`config.mk`:
```
export PLATFORM = sky130hd
export DESIGN_NAME = lbus_backoff
export DESIGN_NICKNAME = d
export VERILOG_FILES = /design/src/rtl/lbb_pkg.sv /design/src/rtl/lbb_ctrl.sv /design/src/rtl/lbb_data.sv /design/src/rtl/lbus_backoff.sv
export SDC_FILE = /design/constraint.sdc
export NUM_CORES = 1
export LEC_CHECK = 0
export BUFFER_PORTS_ARGS = -buffer_cell sky130_fd_sc_hd__buf_4
export CORE_MARGIN = 10
export CORE_UTILIZATION = 49
export DETAILED_ROUTE_END_ITERATION = 10
export PLACE_DENSITY = 0.88
export SYNTH_ARGS = -nofsm -noshare
export SYNTH_HDL_FRONTEND = slang
export SYNTH_SLANG_ARGS = --single-unit
```
`constraint.sdc`:
```
create_clock -name clk -period 3 [get_ports clk]
set_input_delay 0.3 -clock clk [delete_from_list [all_inputs] [get_ports clk]]
set_output_delay 0.3 -clock clk [all_outputs]
set_load 0.02 [all_outputs]
```
`src/rtl/lbb_pkg.sv`:
```
package lbb_pkg;

  typedef enum logic [1:0] {
    ST_IDLE = 2'd0,
    ST_WAIT = 2'd1,
    ST_BACK = 2'd2,
    ST_OWN  = 2'd3
  } lbbState_e;

  typedef struct packed {
    logic loadTimer;
    logic runTimer;
    logic allowRdy;
    logic markBacked;
  } lbbCtl_t;

endpackage

```
`src/rtl/lbb_ctrl.sv`:
```
module lbb_ctrl
  import lbb_pkg::*;
(
  input  logic    clk,
  input  logic    rstN,
  input  logic    busReq,
  input  logic    holdAck,
  input  logic    bridgeDone,
  input  logic    timerZero,
  output lbbCtl_t ctl,
  output logic    busOwn,
  output logic    bkReq
);

  lbbState_e state, stateNext;
  logic      bkNext;

  always_comb begin
    stateNext      = state;
    bkNext         = bkReq;
    ctl            = '0;
    ctl.allowRdy   = (state == ST_IDLE) || (state == ST_WAIT);
    unique case (state)
      ST_IDLE: begin
        if (busReq) begin
          stateNext     = ST_WAIT;
          ctl.loadTimer = 1'b1;
        end
      end
      ST_WAIT: begin
        ctl.runTimer = 1'b1;
        if (holdAck) begin
          stateNext = ST_OWN;
        end else if (timerZero) begin
          stateNext      = ST_BACK;
          bkNext         = 1'b1;
          ctl.markBacked = 1'b1;
        end
      end
      ST_BACK: begin
        if (holdAck) stateNext = ST_OWN;
      end
      ST_OWN: begin
        if (bridgeDone) begin
          stateNext = ST_IDLE;
          bkNext    = 1'b0;
        end
      end
      default: stateNext = ST_IDLE;
    endcase
  end

  always_ff @(posedge clk) begin
    if (!rstN) begin
      state <= ST_IDLE;
      bkReq <= 1'b0;
    end else begin
      state <= stateNext;
      bkReq <= bkNext;
    end
  end

  assign busOwn = (state == ST_OWN);

  // expiry without acknowledge raises the backoff request
  p_expire_r1: assert property (@(posedge clk) disable iff (!rstN)
    (state == ST_WAIT && timerZero && !holdAck) |=> bkReq);

  // early acknowledge grants without backoff
  p_quiet_grant_r2: assert property (@(posedge clk) disable iff (!rstN)
    (state == ST_WAIT && holdAck && !bkReq) |=> (busOwn && !bkReq));

  // acknowledge during backoff grants and keeps request up
  p_own_r4: assert property (@(posedge clk) disable iff (!rstN)
    (state == ST_BACK && holdAck) |=> (busOwn && bkReq));

  // release drops ownership and backoff request
  p_release_r5: assert property (@(posedge clk) disable iff (!rstN)
    (busOwn && bridgeDone) |=> (!busOwn && !bkReq));

endmodule

```
`src/rtl/lbb_data.sv`:
```
module lbb_data
  import lbb_pkg::*;
#(
  parameter int TW = 8,
  parameter int AW = 16,
  parameter int DW = 32,
  parameter int BW = 4
) (
  input  logic          clk,
  input  logic          rstN,
  input  lbbCtl_t       ctl,
  input  logic [TW-1:0] cfgTimeout,
  output logic          timerZero,
  input  logic          lmAds,
  input  logic [AW-1:0] lmAddr,
  input  logic          lmWrite,
  input  logic          lmValid,
  input  logic [DW-1:0] lmWData,
  output logic          lmReady,
  output logic [DW-1:0] lmRData,
  input  logic          wrFull,
  output logic          wrPush,
  output logic [DW-1:0] wrData,
  output logic [BW-1:0] wrBeat,
  output logic          rdFetch,
  output logic [AW-1:0] rdAddr,
  input  logic          pciRdValid,
  input  logic [DW-1:0] pciRdData
);

  localparam logic [TW-1:0] TZERO = '0;

  logic [TW-1:0] timerCnt;
  logic [AW-1:0] curAddr;
  logic          curWrite;
  logic          active;
  logic          backedFlag;
  logic [BW-1:0] ackCnt;
  logic          heldValid;
  logic [DW-1:0] heldData;

  logic restartMatch;
  logic rdCycle;
  logic wrOk, rdHeldOk, rdLiveOk;

  assign timerZero    = (timerCnt == TZERO);
  assign restartMatch = backedFlag && (lmAddr == curAddr) && (lmWrite == curWrite);
  assign rdCycle      = ctl.allowRdy && active && !curWrite && lmValid;

  assign wrOk     = ctl.allowRdy && active && curWrite && lmValid && !wrFull;
  assign rdHeldOk = rdCycle && heldValid;
  assign rdLiveOk = rdCycle && !heldValid && pciRdValid;

  assign lmReady = wrOk || rdHeldOk || rdLiveOk;
  assign lmRData = heldValid ? heldData : pciRdData;
  assign wrPush  = wrOk;
  assign wrData  = lmWData;
  assign wrBeat  = ackCnt;
  assign rdFetch = rdCycle && !heldValid;
  assign rdAddr  = curAddr;

  // backoff timer
  always_ff @(posedge clk) begin
    if (!rstN) begin
      timerCnt <= '0;
    end else if (ctl.loadTimer) begin
      timerCnt <= cfgTimeout;
    end else if (ctl.runTimer && !timerZero) begin
      timerCnt <= timerCnt - 1'b1;
    end
  end

  // cycle tracking, beat count and held read data
  always_ff @(posedge clk) begin
    if (!rstN) begin
      curAddr    <= '0;
      curWrite   <= 1'b0;
      active     <= 1'b0;
      backedFlag <= 1'b0;
      ackCnt     <= '0;
      heldValid  <= 1'b0;
      heldData   <= '0;
    end else if (lmAds) begin
      curAddr    <= lmAddr;
      curWrite   <= lmWrite;
      active     <= 1'b1;
      backedFlag <= 1'b0;
      if (!restartMatch) begin
        ackCnt    <= '0;
        heldValid <= 1'b0;
      end
    end else begin
      if (ctl.markBacked && active) backedFlag <= 1'b1;
      if (wrOk) ackCnt <= ackCnt + 1'b1;
      if (rdHeldOk) begin
        heldValid <= 1'b0;
      end else if (pciRdValid && !ctl.allowRdy && active && !curWrite) begin
        heldValid <= 1'b1;
        heldData  <= pciRdData;
      end
    end
  end

  // no ready while the bus is withheld from the local master
  p_rdy_blocked_r3: assert property (@(posedge clk) disable iff (!rstN)
    !ctl.allowRdy |-> !lmReady);

  // a non-matching strobe restarts numbering at zero
  p_idx_reset_r8: assert property (@(posedge clk) disable iff (!rstN)
    (lmAds && !restartMatch) |=> (wrBeat == '0));

  // a non-matching strobe discards held read data
  p_held_drop_r10: assert property (@(posedge clk) disable iff (!rstN)
    (lmAds && !restartMatch) |=> !heldValid);

  // a replayed beat never issues a fetch
  p_replay_nofetch_r9: assert property (@(posedge clk) disable iff (!rstN)
    (lmReady && heldValid) |-> !rdFetch);

endmodule

```
`src/rtl/lbus_backoff.sv`:
```
module lbus_backoff
  import lbb_pkg::*;
#(
  parameter int TW = 8,
  parameter int AW = 16,
  parameter int DW = 32,
  parameter int BW = 4
) (
  input  logic          clk,
  input  logic          rstN,
  input  logic [TW-1:0] cfgTimeout,
  input  logic          busReq,
  input  logic          holdAck,
  input  logic          bridgeDone,
  output logic          busOwn,
  output logic          bkReq,
  input  logic          lmAds,
  input  logic [AW-1:0] lmAddr,
  input  logic          lmWrite,
  input  logic          lmValid,
  input  logic [DW-1:0] lmWData,
  output logic          lmReady,
  output logic [DW-1:0] lmRData,
  input  logic          wrFull,
  output logic          wrPush,
  output logic [DW-1:0] wrData,
  output logic [BW-1:0] wrBeat,
  output logic          rdFetch,
  output logic [AW-1:0] rdAddr,
  input  logic          pciRdValid,
  input  logic [DW-1:0] pciRdData
);

  lbbCtl_t ctl;
  logic    timerZero;

  lbb_ctrl u_ctrl (
    .clk        (clk),
    .rstN       (rstN),
    .busReq     (busReq),
    .holdAck    (holdAck),
    .bridgeDone (bridgeDone),
    .timerZero  (timerZero),
    .ctl        (ctl),
    .busOwn     (busOwn),
    .bkReq      (bkReq)
  );

  lbb_data #(.TW(TW), .AW(AW), .DW(DW), .BW(BW)) u_data (
    .clk        (clk),
    .rstN       (rstN),
    .ctl        (ctl),
    .cfgTimeout (cfgTimeout),
    .timerZero  (timerZero),
    .lmAds      (lmAds),
    .lmAddr     (lmAddr),
    .lmWrite    (lmWrite),
    .lmValid    (lmValid),
    .lmWData    (lmWData),
    .lmReady    (lmReady),
    .lmRData    (lmRData),
    .wrFull     (wrFull),
    .wrPush     (wrPush),
    .wrData     (wrData),
    .wrBeat     (wrBeat),
    .rdFetch    (rdFetch),
    .rdAddr     (rdAddr),
    .pciRdValid (pciRdValid),
    .pciRdData  (pciRdData)
  );

endmodule

```
==> results of run 1 <==
[layout by cell type (no fill, tap or decap), types with 6 or more instances in the layout]
cell / instances
inv_1: 8
mux2i_1: 23
a21oi_1: 39
clkbuf_8: 11
nor2_1: 29
mux2_2: 34
nand2_1: 76
ha_1: 7
xnor2_1: 17
buf_4: 125
dfxtp_1: 67
nor3_1: 6
[layer usage]
layer / GRT usage, % / share of wire, %
met1: 17.3 / 38
met2: 28.4 / 50
met3: 9.18 / 9.4
met4: 6.58 / 2.1
met5: 0 / 0
[stage by stage]
stage	util [%]	cell area (um2)	hold WS, ps	cells
CTS	62.9	4540	196	605
floorplan	-	3620	433	420
detailed placement	60.3	4350	444	589
global placement	60.3	4350	438	589
global route	62.9	4540	184	605
finish	62.9	4540	210	605
[cells in the mapped netlist, types with 2 or more instances]
cell type,instances
nand2_1,76
dfxtp_1,67
a21oi_1,39
mux2_2,34
buf_4,32
nor2_1,29
mux2i_1,23
xnor2_1,17
clkbuf_1,14
inv_1,9
ha_1,7
nor3_1,6
a31o_2,5
buf_2,5
nand3_1,5
nand4_1,5
o21ai_0,5
a211oi_1,4
nor4b_1,4
buf_1,3
nand2b_1,3
nor2b_1,3
o21ai_2,3
buf_6,2
o2111ai_1,2
o211a_1,2
or3_1,2
[flip-flops by register name, indices dropped and copies added, names as in the netlist]
register and count:
u_data.heldData 32, u_data.rdAddr 16, u_data.timerCnt 8, u_data.wrBeat 4
u_ctrl.state 2, u_ctrl.bkReq 1, u_data.active 1, u_data.backedFlag 1
u_data.curWrite 1, u_data.heldValid 1
[final cells by class]
| type | instances | area [um2] | share of cell area (%) |
|---|---|---|---|
| Tap cell | 99 | 124 | 2.73 |
| Clock inverter | 5 | 37.5 | 0.827 |
| Timing Repair Buffer | 126 | 958 | 21.1 |
| Clock buffer | 11 | 151 | 3.34 |
| Sequential cell | 67 | 1340 | 29.5 |
| Multi-Input combinational cell | 288 | 1890 | 41.7 |
| Inverter | 9 | 33.8 | 0.744 |
[worst reg2reg max path, delay by kind of cell, from the launching register on]
kind | cells | cell delay, ps
flip-flops | 1 | 350
AO/OA/AOI/OAI | 3 | 720
adder cells (fa/ha/maj) | 1 | 360
AND/OR/NAND/NOR | 1 | 480
buffers and inverters | 1 | 110
[cell families (layout without fill, tap and decap cells)]
kind of cell,count (synthesis),in the layout,share of synthesized area (%)
AND/OR/NAND/NOR,138,138,16.8
AO/OA/AOI/OAI,68,68,11.8
flip-flops,67,67,37.1
buffers and inverters,65,151,10.6
multiplexers,57,57,16.9
XOR/XNOR,18,18,4.36
adder cells (fa/ha/maj),7,7,2.42
[worst max path at each step]
stage                                                to  depth (start not counted)
after global placement    u_data.wrBeat[3]$_SDFFE_PN0P_                          6
final                                           lmReady                          6
after floorplan           u_data.wrBeat[3]$_SDFFE_PN0P_                          8
after detailed placement  u_data.wrBeat[3]$_SDFFE_PN0P_                          6
after CTS                                       lmReady                          6
after global routing                            lmReady                          6
[power breakdown]
group / switching (mW) / internal [mW] / total [mW]
combinational: 0.468 / 0.377 / 0.845
clock: 0.361 / 0.347 / 0.707
sequential: 0.0872 / 0.976 / 1.06
total: 0.916 / 1.70 / 2.62
==> flow_summary.ini, run 1 <==
[timing]
period_needed_ps = 2360
setup_viol = 0
skew_ps = 9.72
final-max-slew-violation-count = 0
fin_tns_setup_ps = 0
grt_setup_unrepaired = false
fin_crit_sh_pct = 78.7
worst_slew_pin_slew_ps = 1060
fin_ws_ps = 639
finalHoldViolCount = 0
maxSlewHeadroom_pct = 28.2
fmax_mhz = 424

[worst_setup_path]
cp.arrival_ps = 2060
critical_path.max_stage_delay_ps = 480
cp_slowest_cell = or3_1
crit-reg2reg-capture = u_data.wrBeat[3]$_SDFFE_PN0P_
reg2regPathDepth = 6
required_ps = 2700
worstSetupPathType = reg -> out
critPathCaptureType = output pin
start_kind = flip-flop
cp_max_fo = 9
crit-reg2reg-launch = u_ctrl.state[1]$_SDFFE_PN0P_
r2r_slack_ps = 890
crit_chain = inv_1, ha_1, o21ai_2, or3_1, o21ai_0, buf_4
path_buf_inv = 2
crit_family = simple AND/OR/NAND/NOR gates
critPathLaunch = u_ctrl.state[1]$_SDFFE_PN0P_

[synthesis]
synth-edff-count = 0
avgSynthCellArea_um2 = 8.62
synth_top_area_cell = dfxtp_1
synth_fp_nets = 525
synthTopCellsByArea = dfxtp_1, mux2_2, nand2_1, buf_4, mux2i_1
yosysUniqueCellTypes = 41
synth-seq-area-share_pct = 37.1
synth_warnings = 0
syn-instance-count = 420
synth_flop_cell = dfxtp_1
synth_area_um2 = 3620
synthArstFlopShare_pct = 0
ys_ff_latch = 67
synth_top_area_share_pct = 37.1

[detailed_routing]
ant_nets = 0
first_iter_violations = 100
drc = 0
viasPerCell = 5.30
drt_first_pass_iters = 4
wl_per_cell_um = 16.0
vias = 3208
drt-total-wl_um = 9710

[layout]
antenna_cells = 0
area_delta_synth_final_pct = 25.4
num-fill-cells = 609
fin_nets = 606
drive_above_1_share_pct = 36.4

[cts]
post_cts_buffers = 0
cts_resized = 0
holdBufCountCts = 0
cts_tree = done
cts.sinks = 67
clock-root-buffer = clkbuf_8
clk_latency_ps = 330
htree_levels = 3
cts.path.max_buffers = 2
clk_pin_slew_ps = 80
numCtsBuffers = 9

[floorplan]
num_rows = 31
die_height_um = 106
initial_core_util_pct = 50.2
die_area_um2 = 11200
die_w_um = 106
core_um2 = 7210
pin_count = 187

[place]
gp_congestion = 0.888
pre_cts_ws_ps = 919
port_buffers = 122
dp_hpwl_um = 7280

[worst_hold_path]
hold_path_depth = 2
min_to = u_data.timerCnt[4]$_SDFFE_PN0P_
hold_path_class = in -> reg
hp-start = cfgTimeout[4]

[power]
leakage_nw = 1.91
finalPower_mw = 2.62
power_density_nw_per_um2 = 576
vdd.ir_drop.worst_mv = 0.330

[grt]
grt_max_degree = 47
grt_pass1_wl_um = 15900
antenna_found_initial = 0
grt.overflow.total = 0
first_global_vias = 3334
grt_usage_pct = 16.9

[run]
maxCapViolations = 0

[status]
status = complete, no violations
No activity file was read; power rests on OpenSTA's default activity.
==> run 2, diff against run 1 <==
--- a/config.mk
+++ b/config.mk
@@ -7,9 +7,9 @@
 export LEC_CHECK = 0
 export BUFFER_PORTS_ARGS = -buffer_cell sky130_fd_sc_hd__buf_4
 export CORE_MARGIN = 10
-export CORE_UTILIZATION = 49
+export CORE_UTILIZATION = 41
 export DETAILED_ROUTE_END_ITERATION = 10
-export PLACE_DENSITY = 0.88
+export PLACE_DENSITY = 0.78
 export SYNTH_ARGS = -nofsm -noshare
 export SYNTH_HDL_FRONTEND = slang
 export SYNTH_SLANG_ARGS = --single-unit
==> constraint.sdc (replaced) <==
create_clock -name clk -period 2.1 [get_ports clk]
set_input_delay 0.21 -clock clk [delete_from_list [all_inputs] [get_ports clk]]
set_output_delay 0.21 -clock clk [all_outputs]
set_load 0.02 [all_outputs]
==> flow_summary.ini, run 2 (synthesized netlist as in run 1, its figures left out) <==
[floorplan]
die_w_um = 114
core_um2 = 8680
die_height_um = 114
pin_count = 187
die_area_um2 = 13000
initial_core_util_pct = 41.7
num_rows = 34

[timing]
fin_crit_sh_pct = 96.9
final-max-slew-violation-count = 0
skew_ps = 6.47
worst_slew_pin_slew_ps = 657
fmax_mhz = 491
maxSlewHeadroom_pct = 55.9
fin_tns_setup_ps = 0
grt_setup_unrepaired = true
setup_viol = 0
finalHoldViolCount = 0
period_needed_ps = 2040

[grt]
first_global_vias = 3423
grt.overflow.total = 0
antenna_found_initial = 0
grt_max_degree = 34
grt_pass1_wl_um = 16200
grt_usage_pct = 14.8

[detailed_routing]
drc = 0
wl_per_cell_um = 16.2
drt-total-wl_um = 10000
drt_first_pass_iters = 4
ant_nets = 0
first_iter_violations = 125
vias = 3192
viasPerCell = 5.18

[status]
status = complete, no violations

[run]
maxCapViolations = 0

[layout]
stdcell_area_um2 = 4570
antenna_cells = 0
area_delta_synth_final_pct = 26.3
final_core_util_pct = 52.7
largest_reg_flops = 32
final_common_cell = buf_4
stdcell_count = 616
top_register = u_data.heldData
final_cell_mix = buf_4, nand2_1, dfxtp_1
drive_above_1_share_pct = 37.8
fin_nets = 610

[worst_setup_path]
start_kind = flip-flop
crit_chain = inv_2, ha_2, o21ai_2, or3_1, buf_4, o21ai_0, buf_4
cp_slowest_cell = or3_1
worstSetupPathType = reg -> out
required_ps = 1890
cp.arrival_ps = 1830
critPathCaptureType = output pin
cp_max_fo = 5
crit_path_frequent_cell = buf_4
critical_path.max_stage_delay_ps = 370

[cts]
numCtsBuffers = 9
htree_levels = 3
cts_tree = done
post_cts_buffers = 0
cts.path.max_buffers = 2
cts.sinks = 67
clk_pin_slew_ps = 70
holdBufCountCts = 0
clk_latency_ps = 330
clock-root-buffer = clkbuf_8

[worst_hold_path]
hold_path_class = in -> reg

[power]
power_density_nw_per_um2 = 809
vdd.ir_drop.worst_mv = 0.452
leakage_nw = 1.93

[place]
port_buffers = 122
dp_hpwl_um = 7580
dp.cells = 602
dpl_cell_area_um2 = 4400
gp_congestion = 0.856
## run 2: routing by layer
layer,track usage (%),wire [um],vias up
met5,0,0,-
met3,6.14,825,18
met1,16.0,4020,1491
met4,4.76,129,0
met2,25.8,5030,115
li1,-,-,1568
## run 2: worst max-delay path: cells and delay by family, from the launching register on
kind / cells / cell delay [ps]
compound gates: 2 / 150
fa+ha+maj: 1 / 200
buf+inv: 3 / 430
flops: 1 / 340
simple gates: 1 / 370
## run 2: path summary, 6_finish.rpt
kind / depth (start not counted) / start / slack (ps) / end
max: 7 / u_ctrl.state[1]$_SDFFE_PN0P_ / 60 / lmReady
min: 2 / cfgTimeout[4] / 110 / u_data.timerCnt[4]$_SDFFE_PN0P_
max reg2reg: 6 / u_data.timerCnt[0]$_SDFFE_PN0P_ / 140 / u_data.timerCnt[1]$_SDFFE_PN0P_
min reg2reg: 2 / u_data.heldData[8]$_SDFFE_PN0P_ / 450 / u_data.heldData[8]$_SDFFE_PN0P_
## run 2: stage by stage
stage | setup slack (ps) | power (mW) | hold slack (ps)
after global placement | 240 | 2.72 | 420
after detailed placement | 144 | 2.78 | 420
after global routing | -10.8 | 3.93 | 103
after floorplan | 259 | 2.44 | 346
after CTS | 31.5 | 3.71 | 97.3
final | 64.4 | 3.70 | 114
## run 2: area by class of cell
cell class              count  area [um2]
fillers                   799        4110
multi-input cells         288        1910
flip-flops and latches     67        1340
repair buffers            130        1000
well taps                 108         135
clock buffers              10         128
inverters                   9        33.8
clock inverters             4        20.0
## run 2: timing repair
| item | CTS | global route |
|---|---|---|
| resized for setup | 5 | 2 |
| endpoints found under the setup margin | 2 | 2 |
| pin swaps | 0 | 1 |
## run 2: power breakdown
group / internal, mW / switching (mW) / total (mW) / leakage (nW)
combinational: 0.605 / 0.692 / 1.30 / 1.30
sequential: 1.40 / 0.131 / 1.53 / 0.546
clock: 0.407 / 0.465 / 0.872 / 0.0815
total: 2.41 / 1.29 / 3.70 / 1.93
